$ cat config.mk
export PLATFORM = sky130hd
export DESIGN_NAME = rx_desc_ring_writer
export DESIGN_NICKNAME = d
export VERILOG_FILES = /design/src/rtl/rxdr_pkg.sv /design/src/rtl/rxdr_status_word.sv /design/src/rtl/rxdr_byte_pack.sv /design/src/rtl/rxdr_drop_track.sv /design/src/rtl/rx_desc_ring_writer.sv
export SDC_FILE = /design/constraint.sdc
export NUM_CORES = 1
export LEC_CHECK = 0
export BUFFER_PORTS_ARGS = -buffer_cell sky130_fd_sc_hd__buf_2
export CAP_MARGIN = 20
export CELL_PAD_IN_SITES_DETAIL_PLACEMENT = 1
export CELL_PAD_IN_SITES_GLOBAL_PLACEMENT = 2
export CORE_ASPECT_RATIO = 0.6
export CORE_MARGIN = 2
export CORE_UTILIZATION = 38
export CTS_BUF_LIST = sky130_fd_sc_hd__clkbuf_8
export CTS_CLUSTER_DIAMETER = 50
export CTS_CLUSTER_SIZE = 8
export DETAILED_ROUTE_END_ITERATION = 7
export GPL_TIMING_DRIVEN = 0
export HOLD_SLACK_MARGIN = 0.08
export PLACE_DENSITY = 0.95
export SLEW_MARGIN = 20
export SYNTH_ARGS = -nofsm -noshare
export SYNTH_HDL_FRONTEND = slang
export SYNTH_HIERARCHICAL = 1
export SYNTH_SLANG_ARGS = --single-unit
export TNS_END_PERCENT = 20
$ cat constraint.sdc
create_clock -name clk -period 4.7 [get_ports clk]
set_input_delay 0.235 -clock clk [delete_from_list [all_inputs] [get_ports clk]]
set_output_delay 0.235 -clock clk [all_outputs]
set_load 0.01 [all_outputs]
$ cat src/rtl/rxdr_pkg.sv
// Shared constants and types for the receive descriptor ring writer.
// Assumes 32-bit memory words and 32-byte descriptors.
package rxdr_pkg;
    localparam int WORD_W     = 32;
    localparam int WORD_BYTES = WORD_W / 8;
    localparam int DESC_BYTES = 32;

    // word 0 fields
    localparam int OWN_BIT   = 31;
    localparam int LEN_LSB   = 16;
    localparam int LEN_W     = 14;
    localparam int ESUM_BIT  = 15;
    localparam int OVF_BIT   = 11;
    localparam int FSEG_BIT  = 9;
    localparam int LSEG_BIT  = 8;
    localparam int FTYPE_BIT = 5;
    localparam int CRC_BIT   = 1;

    // word 1 fields
    localparam int SZ_W     = 13;
    localparam int SZ1_LSB  = 0;
    localparam int SZ2_LSB  = 16;
    localparam int WRAP_BIT = 15;
    localparam int SEG_W    = SZ_W + 1;

    typedef enum logic [3:0] {
        ST_IDLE, ST_RD0, ST_RD1, ST_RD2, ST_RD3, ST_SUSP,
        ST_RECV, ST_WRD, ST_PEEK, ST_DRAIN, ST_WB
    } rxdr_state_e;

    typedef struct packed {
        logic             first;
        logic             last;
        logic             ovf;
        logic             crc;
        logic             ftype;
        logic [LEN_W-1:0] len;
    } rxdr_stat_t;
endpackage

$ cat src/rtl/rxdr_status_word.sv
// Builds the word-0 status value from the segment's flags.
// Assumes: the length is reported only in the last segment; bit 31 is left clear.
module rxdr_status_word
    import rxdr_pkg::*;
(
    input  rxdr_stat_t        st,
    output logic [WORD_W-1:0] word
);
    // compose the status fields
    always_comb begin
        word                      = '0;
        word[LEN_LSB +: LEN_W]    = st.last ? st.len : '0;
        word[FSEG_BIT]            = st.first;
        word[LSEG_BIT]            = st.last;
        word[OVF_BIT]             = st.ovf;
        word[CRC_BIT]             = st.crc;
        word[FTYPE_BIT]           = st.ftype;
        word[ESUM_BIT]            = st.crc | st.ovf;
    end
endmodule

$ cat src/rtl/rxdr_byte_pack.sv
// Gathers stream bytes into one memory word, byte 0 in the lowest lane.
// Assumes: take and clear never come together; clear empties the word.
module rxdr_byte_pack
    import rxdr_pkg::*;
(
    input  logic              clk,
    input  logic              rst_n,
    input  logic              take,
    input  logic [7:0]        byte_in,
    input  logic              clear,
    output logic [WORD_W-1:0] word,
    output logic [$clog2(WORD_BYTES)-1:0] lane
);
    localparam int LW = $clog2(WORD_BYTES);

    // place each accepted byte into its lane; empty after the word is written
    always_ff @(posedge clk) begin
        if (!rst_n) begin
            word <= '0;
            lane <= '0;
        end else if (clear) begin
            word <= '0;
            lane <= '0;
        end else if (take) begin
            word[{lane, 3'b000} +: 8] <= byte_in;
            lane                      <= lane + LW'(1);
        end
    end


    pack_excl_chk: assert property (@(posedge clk) disable iff (!rst_n)
        take |-> !clear);
endmodule

$ cat src/rtl/rxdr_drop_track.sv
// Follows frames that are dropped while the engine is suspended, and counts them.
// Assumes: active is high only in the suspended state.
module rxdr_drop_track #(
    parameter int CW = 16
) (
    input  logic          clk,
    input  logic          rst_n,
    input  logic          active,
    input  logic          take,
    input  logic          is_last,
    output logic          dropping,
    output logic [CW-1:0] count
);
    // mark a frame in progress and count it when its last byte is consumed
    always_ff @(posedge clk) begin
        if (!rst_n) begin
            dropping <= 1'b0;
            count    <= '0;
        end else if (active && take) begin
            dropping <= !is_last;
            if (is_last) count <= count + CW'(1);
        end
    end


    miss_inc_chk: assert property (@(posedge clk) disable iff (!rst_n)
        (active && take && is_last) |=> count == $past(count) + CW'(1));

    miss_hold_chk: assert property (@(posedge clk) disable iff (!rst_n)
        !(active && take && is_last) |=> $stable(count));
endmodule

$ cat src/rtl/rx_desc_ring_writer.sv
// Receive descriptor ring writer: stores stream frames into descriptor-owned buffers,
// writes status back to word 0 and moves round the ring.
// Assumes: ring of two or more descriptors; buffer sizes are multiples of 4 and size 1 is
// at least 4; buffer addresses word aligned; frames shorter than 2**14 bytes.
module rx_desc_ring_writer
    import rxdr_pkg::*;
#(
    parameter int AW = 32,
    parameter int CW = 16
) (
    input  logic              clk,
    input  logic              rst_n,
    input  logic              start,
    input  logic [AW-1:0]     ring_base,
    input  logic              poll_demand,
    input  logic              in_valid,
    input  logic [7:0]        in_data,
    input  logic              in_last,
    input  logic              in_crc_err,
    input  logic              in_fcs_incl,
    output logic              in_ready,
    output logic              mem_req,
    output logic              mem_we,
    output logic [AW-1:0]     mem_addr,
    output logic [WORD_W-1:0] mem_wdata,
    input  logic [WORD_W-1:0] mem_rdata,
    input  logic              mem_ack,
    output logic [CW-1:0]     missed_count
);
    localparam int LW = $clog2(WORD_BYTES);

    rxdr_state_e       state_q;
    logic [AW-1:0]     cur_q, wr_ptr_q, addr2_q;
    logic [SZ_W-1:0]   size1_q, size2_q;
    logic              wrap_q;
    logic [SEG_W-1:0]  seg_q;
    logic [LEN_W-1:0]  flen_q;
    logic              first_q, last_q, crc_q, ftype_q, ovf_q, poll_q;

    logic [AW-1:0]     next_desc;
    logic [SEG_W-1:0]  cap, seg_inc;
    logic              take, dropping, wd_clear;
    logic [WORD_W-1:0] pack_word, stat_word;
    logic [LW-1:0]     pack_lane;
    rxdr_stat_t        stat;
    logic              unused_rd;

    assign unused_rd = ^{mem_rdata[30:29], mem_rdata[14:13]};

    // address of the descriptor after the current one
    assign next_desc = wrap_q ? ring_base : cur_q + AW'(DESC_BYTES);
    // segment capacity and the count after one more byte
    assign cap     = {1'b0, size1_q} + {1'b0, size2_q};
    assign seg_inc = seg_q + SEG_W'(1);

    // stream acceptance per state
    always_comb begin
        case (state_q)
            ST_RECV, ST_DRAIN: in_ready = 1'b1;
            ST_SUSP:           in_ready = dropping || (start && !poll_q);
            default:           in_ready = 1'b0;
        endcase
    end
    assign take     = in_valid && in_ready;
    assign wd_clear = (state_q == ST_WRD) && mem_ack;

    rxdr_byte_pack u_pack (
        .clk     (clk),
        .rst_n   (rst_n),
        .take    (take && (state_q == ST_RECV)),
        .byte_in (in_data),
        .clear   (wd_clear),
        .word    (pack_word),
        .lane    (pack_lane)
    );

    rxdr_drop_track #(.CW(CW)) u_drop (
        .clk      (clk),
        .rst_n    (rst_n),
        .active   (state_q == ST_SUSP),
        .take     (take),
        .is_last  (in_last),
        .dropping (dropping),
        .count    (missed_count)
    );

    assign stat = '{first: first_q, last: last_q, ovf: ovf_q, crc: crc_q,
                    ftype: ftype_q, len: flen_q};

    rxdr_status_word u_stat (
        .st   (stat),
        .word (stat_word)
    );

    // memory port drive per state
    always_comb begin
        mem_req   = 1'b1;
        mem_we    = 1'b0;
        mem_addr  = cur_q;
        mem_wdata = '0;
        case (state_q)
            ST_RD0:  mem_addr = cur_q;
            ST_RD1:  mem_addr = cur_q + AW'(4);
            ST_RD2:  mem_addr = cur_q + AW'(8);
            ST_RD3:  mem_addr = cur_q + AW'(12);
            ST_PEEK: mem_addr = next_desc;
            ST_WRD: begin
                mem_we    = 1'b1;
                mem_addr  = wr_ptr_q;
                mem_wdata = pack_word;
            end
            ST_WB: begin
                mem_we    = 1'b1;
                mem_addr  = cur_q;
                mem_wdata = stat_word;
            end
            default: mem_req = 1'b0;
        endcase
    end

    // latch a poll strobe until the suspended engine acts on it
    always_ff @(posedge clk) begin
        if (!rst_n || state_q == ST_IDLE)
            poll_q <= 1'b0;
        else if (poll_demand)
            poll_q <= 1'b1;
        else if (state_q == ST_SUSP && !dropping)
            poll_q <= 1'b0;
    end

    // main sequencer: fetch, receive, write data, look ahead, write back
    always_ff @(posedge clk) begin
        if (!rst_n) begin
            state_q  <= ST_IDLE;
            cur_q    <= '0;
            wr_ptr_q <= '0;
            addr2_q  <= '0;
            size1_q  <= '0;
            size2_q  <= '0;
            wrap_q   <= 1'b0;
            seg_q    <= '0;
            flen_q   <= '0;
            first_q  <= 1'b1;
            last_q   <= 1'b0;
            crc_q    <= 1'b0;
            ftype_q  <= 1'b0;
            ovf_q    <= 1'b0;
        end else begin
            case (state_q)
                ST_IDLE: if (start) begin
                    cur_q   <= ring_base;
                    first_q <= 1'b1;
                    seg_q   <= '0;
                    flen_q  <= '0;
                    last_q  <= 1'b0;
                    crc_q   <= 1'b0;
                    ftype_q <= 1'b0;
                    ovf_q   <= 1'b0;
                    state_q <= ST_RD0;
                end
                ST_RD0: if (mem_ack)
                    state_q <= mem_rdata[OWN_BIT] ? ST_RD1 : ST_SUSP;
                ST_RD1: if (mem_ack) begin
                    size1_q <= mem_rdata[SZ1_LSB +: SZ_W];
                    size2_q <= mem_rdata[SZ2_LSB +: SZ_W];
                    wrap_q  <= mem_rdata[WRAP_BIT];
                    state_q <= ST_RD2;
                end
                ST_RD2: if (mem_ack) begin
                    wr_ptr_q <= AW'(mem_rdata);
                    state_q  <= ST_RD3;
                end
                ST_RD3: if (mem_ack) begin
                    addr2_q <= AW'(mem_rdata);
                    seg_q   <= '0;
                    state_q <= ST_RECV;
                end
                ST_SUSP: if (!dropping && (poll_q || !start))
                    state_q <= start ? ST_RD0 : ST_IDLE;
                ST_RECV: begin
                    if (take) begin
                        seg_q  <= seg_inc;
                        flen_q <= flen_q + LEN_W'(1);
                        if (in_last) begin
                            last_q  <= 1'b1;
                            crc_q   <= in_crc_err;
                            ftype_q <= in_fcs_incl;
                        end
                        if (pack_lane == LW'(WORD_BYTES - 1) || in_last || seg_inc == cap)
                            state_q <= ST_WRD;
                    end else if (!start && first_q && seg_q == '0) begin
                        state_q <= ST_IDLE;
                    end
                end
                ST_WRD: if (mem_ack) begin
                    wr_ptr_q <= (seg_q == {1'b0, size1_q}) ? addr2_q
                                                          : wr_ptr_q + AW'(WORD_BYTES);
                    if (last_q)          state_q <= ST_WB;
                    else if (seg_q == cap) state_q <= ST_PEEK;
                    else                 state_q <= ST_RECV;
                end
                ST_PEEK: if (mem_ack) begin
                    if (!mem_rdata[OWN_BIT]) begin
                        ovf_q   <= 1'b1;
                        state_q <= ST_DRAIN;
                    end else begin
                        state_q <= ST_WB;
                    end
                end
                ST_DRAIN: if (take && in_last) begin
                    last_q  <= 1'b1;
                    crc_q   <= in_crc_err;
                    ftype_q <= in_fcs_incl;
                    state_q <= ST_WB;
                end
                ST_WB: if (mem_ack) begin
                    cur_q <= next_desc;
                    seg_q <= '0;
                    if (last_q) begin
                        first_q <= 1'b1;
                        flen_q  <= '0;
                        last_q  <= 1'b0;
                        crc_q   <= 1'b0;
                        ftype_q <= 1'b0;
                        ovf_q   <= 1'b0;
                    end else begin
                        first_q <= 1'b0;
                    end
                    state_q <= ST_RD0;
                end
                default: state_q <= ST_IDLE;
            endcase
        end
    end


    req_hold_chk: assert property (@(posedge clk) disable iff (!rst_n)
        (mem_req && !mem_ack) |=> mem_req && $stable(mem_addr) && $stable(mem_we)
                                   && $stable(mem_wdata));

    data_before_status_chk: assert property (@(posedge clk) disable iff (!rst_n)
        (state_q == ST_WB) |-> (pack_lane == '0));

    seg_bound_chk: assert property (@(posedge clk) disable iff (!rst_n)
        (state_q == ST_RECV) |-> (seg_q < cap));

    partial_full_chk: assert property (@(posedge clk) disable iff (!rst_n)
        (state_q == ST_WB && !last_q) |-> (seg_q == cap));
endmodule

==> impl_metrics.toml <==
[logic_synthesis]
syn_area_um2 = 14200
async_reset_ff_share_pct = 0
synth_flop_cell = "dfxtp_1"
avgSynthCellArea_um2 = 7.32
synth_top_cell_area_share_pct = 30.0
ys_seq_area_share_pct = 30.0
ys_warn_count = 6
synth_edf_count = 0
syn_inst = 1935
synthTopCellsByArea = "dfxtp_1 30%, nand2_1 8.9%, a21oi_1 7.0%"
ys_types = 85
ys_seq_elements = 212
yosysTopAreaCell = "dfxtp_1"

[placement]
port_buffers = 163
place_area_um2 = 15600
gp_congestion = 0.937
dp_hpwl_um = 48200

[global_route]
grtUsageMet1_pct = 47.4
grt_util_met2_pct = 47.1
grt_pass1_wl_um = 96900
grt_max_degree = 15
grt_overflow = 0
grt_use_total_pct = 32.4
grtUsageMet3_pct = 7.01
grt_pass1_vias = 16100
antenna_found_initial = 1
grt-busiest-layer = "met1"

[layout]
nNetsFinal = 2322
drive_above_1_share_pct = 14.1
final_util_pct = 46.4
syn2layout_area_growth_pct = 19.9
postLayoutCellArea_um2 = 17000

[critical_path]
worstPathMaxFanout = 10
cp_top_family = "buffers and inverters"
arrival_ps = 4310
path_buf_inv = 5
required_ps = 4470
crit_path_cell_trace = "buf_2, nor2b_1, and3_1, clkbuf_1, clkbuf_1, buf_1, a21oi_1, o211ai_1, buf_2"
cpMaxStageDelayCell = "clkbuf_1"
path_class = "register to output port"
cp_slowest_stage_delay_ps = 770
crit_path_start = "state_q[2]"
cp.depth = 9
end_kind = "output port"
r2r-start = "size1_q[0]"
r2r_cells = 11
start_kind = "register"

[hold_path]
hp-class = "input pin to register"
whs_path_depth = 5
hp-start = "ring_base[21]"

[timing]
fmax_ghz = 0.220
tns_ps = 0
setup_violations = 0
rsz0062_at_grt = "false"
final.setup_skew_ps = 28.1
hold_viol = 0
period_share_pct = 96.7
finalMaxSlewViolations = 0
period_minus_slack_ps = 4550
worstMarginPinSlew_ps = 1040
slew_headroom_pct = 30.6

[route]
drt_iter0_markers = 1513
finalWirelength_um = 64100
wl_per_cell_um = 23.5
viasPerCell = 5.96
num_vias = 16300
drtAntennaViolNets = 0
drc = 0
firstDrtPassIters = 5

[clock_tree]
cts_buffers = 34
clock_latency_ps = 570
cts_tree = "built"
cts_sinks = 212
clockBufferDepth = 3
cts_root_buffer = "clkbuf_8"
h-tree-depth = 2
clkSlewWorstSetupHoldPaths_ps = 70
postCtsSetupBuffers = 0

[die]
pin_count = 164
start_util_pct = 38.7
core_um2 = 36600
row_count = 54
die-area_um2 = 38900
die_height_um = 154
dieWidth_um = 253

[pwr]
p_leak_nw = 6.36
p_per_area_nw_per_um2 = 360
vdd_drop_max_mv = 0.179

[outcome]
outcome = "completed"

[flow_run]
cap_violations = 0
[per-stage QoR]
| stage | hold WS (ps) | worst slack, ps | instances | power (mW) |
|---|---|---|---|---|
| 3_5_place_dp | 451 | 819 | 2613 | 4.30 |
| 6_report | 99.9 | 155 | 2726 | 6.10 |
| 3_3_place_gp | 443 | 922 | 2613 | 4.22 |
| 4_1_cts | 80.4 | 225 | 2725 | 6.05 |
| 5_1_grt | 95.5 | 36.2 | 2726 | 6.37 |
| 2_1_floorplan | 371 | 1820 | 1946 | 3.45 |
[registers in the layout, indices dropped and copies added, names as in the netlist, 2 cells and up]
signal and count:
size1_q 13, cur_q 32, u_pack/word 32, addr2_q 32, state_q 4, flen_q 14, seg_q 14, wr_ptr_q 32
u_drop/count 16, size2_q 13, u_pack/lane 2
[per-layer routing]
metal,share of wire [%],vias to the layer above
li1,-,7367
met1,46,8024
met2,41,748
met3,9.5,113
met4,2.8,0
met5,0,-
[worst reg2reg max path, cell delays in order, from the launching register on]
cell and delay [ps]:
dfxtp_1 400, ha_1 210, inv_1 60, fa_1 410, nand2b_1 200, a21oi_1 440, o2111ai_1 230, a2111o_1 410
or4_4 470, nor4_4 270, o41a_2 170, mux2i_1 80
[worst paths after layout]
| check | to | slack, ps |
|---|---|---|
| worst min register to register | u_pack/word[5] | 460 |
| worst min-delay path | cur_q[21] | 100 |
| worst max register to register | state_q[2] | 1210 |
| worst max-delay path | mem_addr[9] | 150 |
[final cells by class]
cell class              instances  area [um^2]
plain buffers                 180          818
repair buffers                231         1500
diodes                          1         2.50
well taps                     504          631
inverters                      21         78.8
fillers                      4678        19600
clock buffers                  38          523
clock inverters                 6          114
multi-input cells            1533         9060
flip-flops and latches        212         4240
[power by group]
group / internal (mW) / switching, mW
logic: 0.780 / 1.56
registers: 1.92 / 0.127
clock network: 0.893 / 0.822
[synthesized netlist by cell type (24+ instances only)]
cell type / count
nor3_1: 31
buf_2: 27
xnor2_1: 79
ha_1: 26
nor2_1: 197
o21ai_0: 96
o211ai_1: 35
nand4_1: 44
a22o_1: 34
nand3_1: 50
a21oi_1: 197
dfxtp_1: 212
nand2_1: 337
a311oi_1: 31
clkbuf_1: 117
xor2_1: 60
buf_4: 24
and3_1: 24
[placed cells by master, fill, tap and decap left out, types with 10 or more instances in the layout]
| cell type | netlist | final |
|---|---|---|
| nand3_1 | 50 | 50 |
| nor2b_1 | 12 | 12 |
| nand4_1 | 44 | 44 |
| dlygate4sd3_1 | 0 | 68 |
| or3_1 | 13 | 13 |
| xor2_1 | 60 | 60 |
| o21ai_0 | 96 | 96 |
| clkbuf_1 | 117 | 117 |
| a221oi_1 | 11 | 11 |
| a22o_1 | 34 | 34 |
| ha_1 | 26 | 26 |
| nor3_1 | 31 | 31 |
| a311oi_1 | 31 | 31 |
| mux2i_1 | 20 | 20 |
| a22oi_1 | 17 | 16 |
| dfxtp_1 | 212 | 212 |
| inv_1 | 20 | 20 |
| nor2_1 | 197 | 196 |
| and3_1 | 24 | 24 |
| a32oi_1 | 18 | 18 |
| and2_2 | 11 | 11 |
| nand2b_1 | 13 | 13 |
| a21oi_1 | 197 | 197 |
| nor4_1 | 11 | 11 |
| buf_4 | 24 | 24 |
| xnor2_1 | 79 | 79 |
| o211ai_1 | 35 | 35 |
| conb_1 | 1 | 12 |
| nand2_1 | 337 | 337 |
| a21o_1 | 10 | 10 |
| buf_2 | 27 | 190 |
| and2_1 | 16 | 16 |
| clkbuf_8 | 0 | 38 |
| o22ai_1 | 11 | 11 |
[cell families after synthesis]
logic type               after synthesis  synth area share (%)
AO/OA/AOI/OAI                        524                  23.8
XOR/XNOR                             141                  8.91
adder cells (fa/ha/maj)               28                  2.58
buffers and inverters                201                  6.34
flip-flops                           212                  30.0
multiplexers                          22                  1.57
other                                  1                0.0265
AND/OR/NAND/NOR                      806                  26.7
[what timing repair did]
| action | CTS | global route |
|---|---|---|
| setup endpoints to repair | 0 | 4 |
| resized for setup | 0 | 2 |
| endpoints found under the hold margin | 144 | 0 |
| hold buffers | 68 | 0 |
Power figures use the tool's default switching activity.
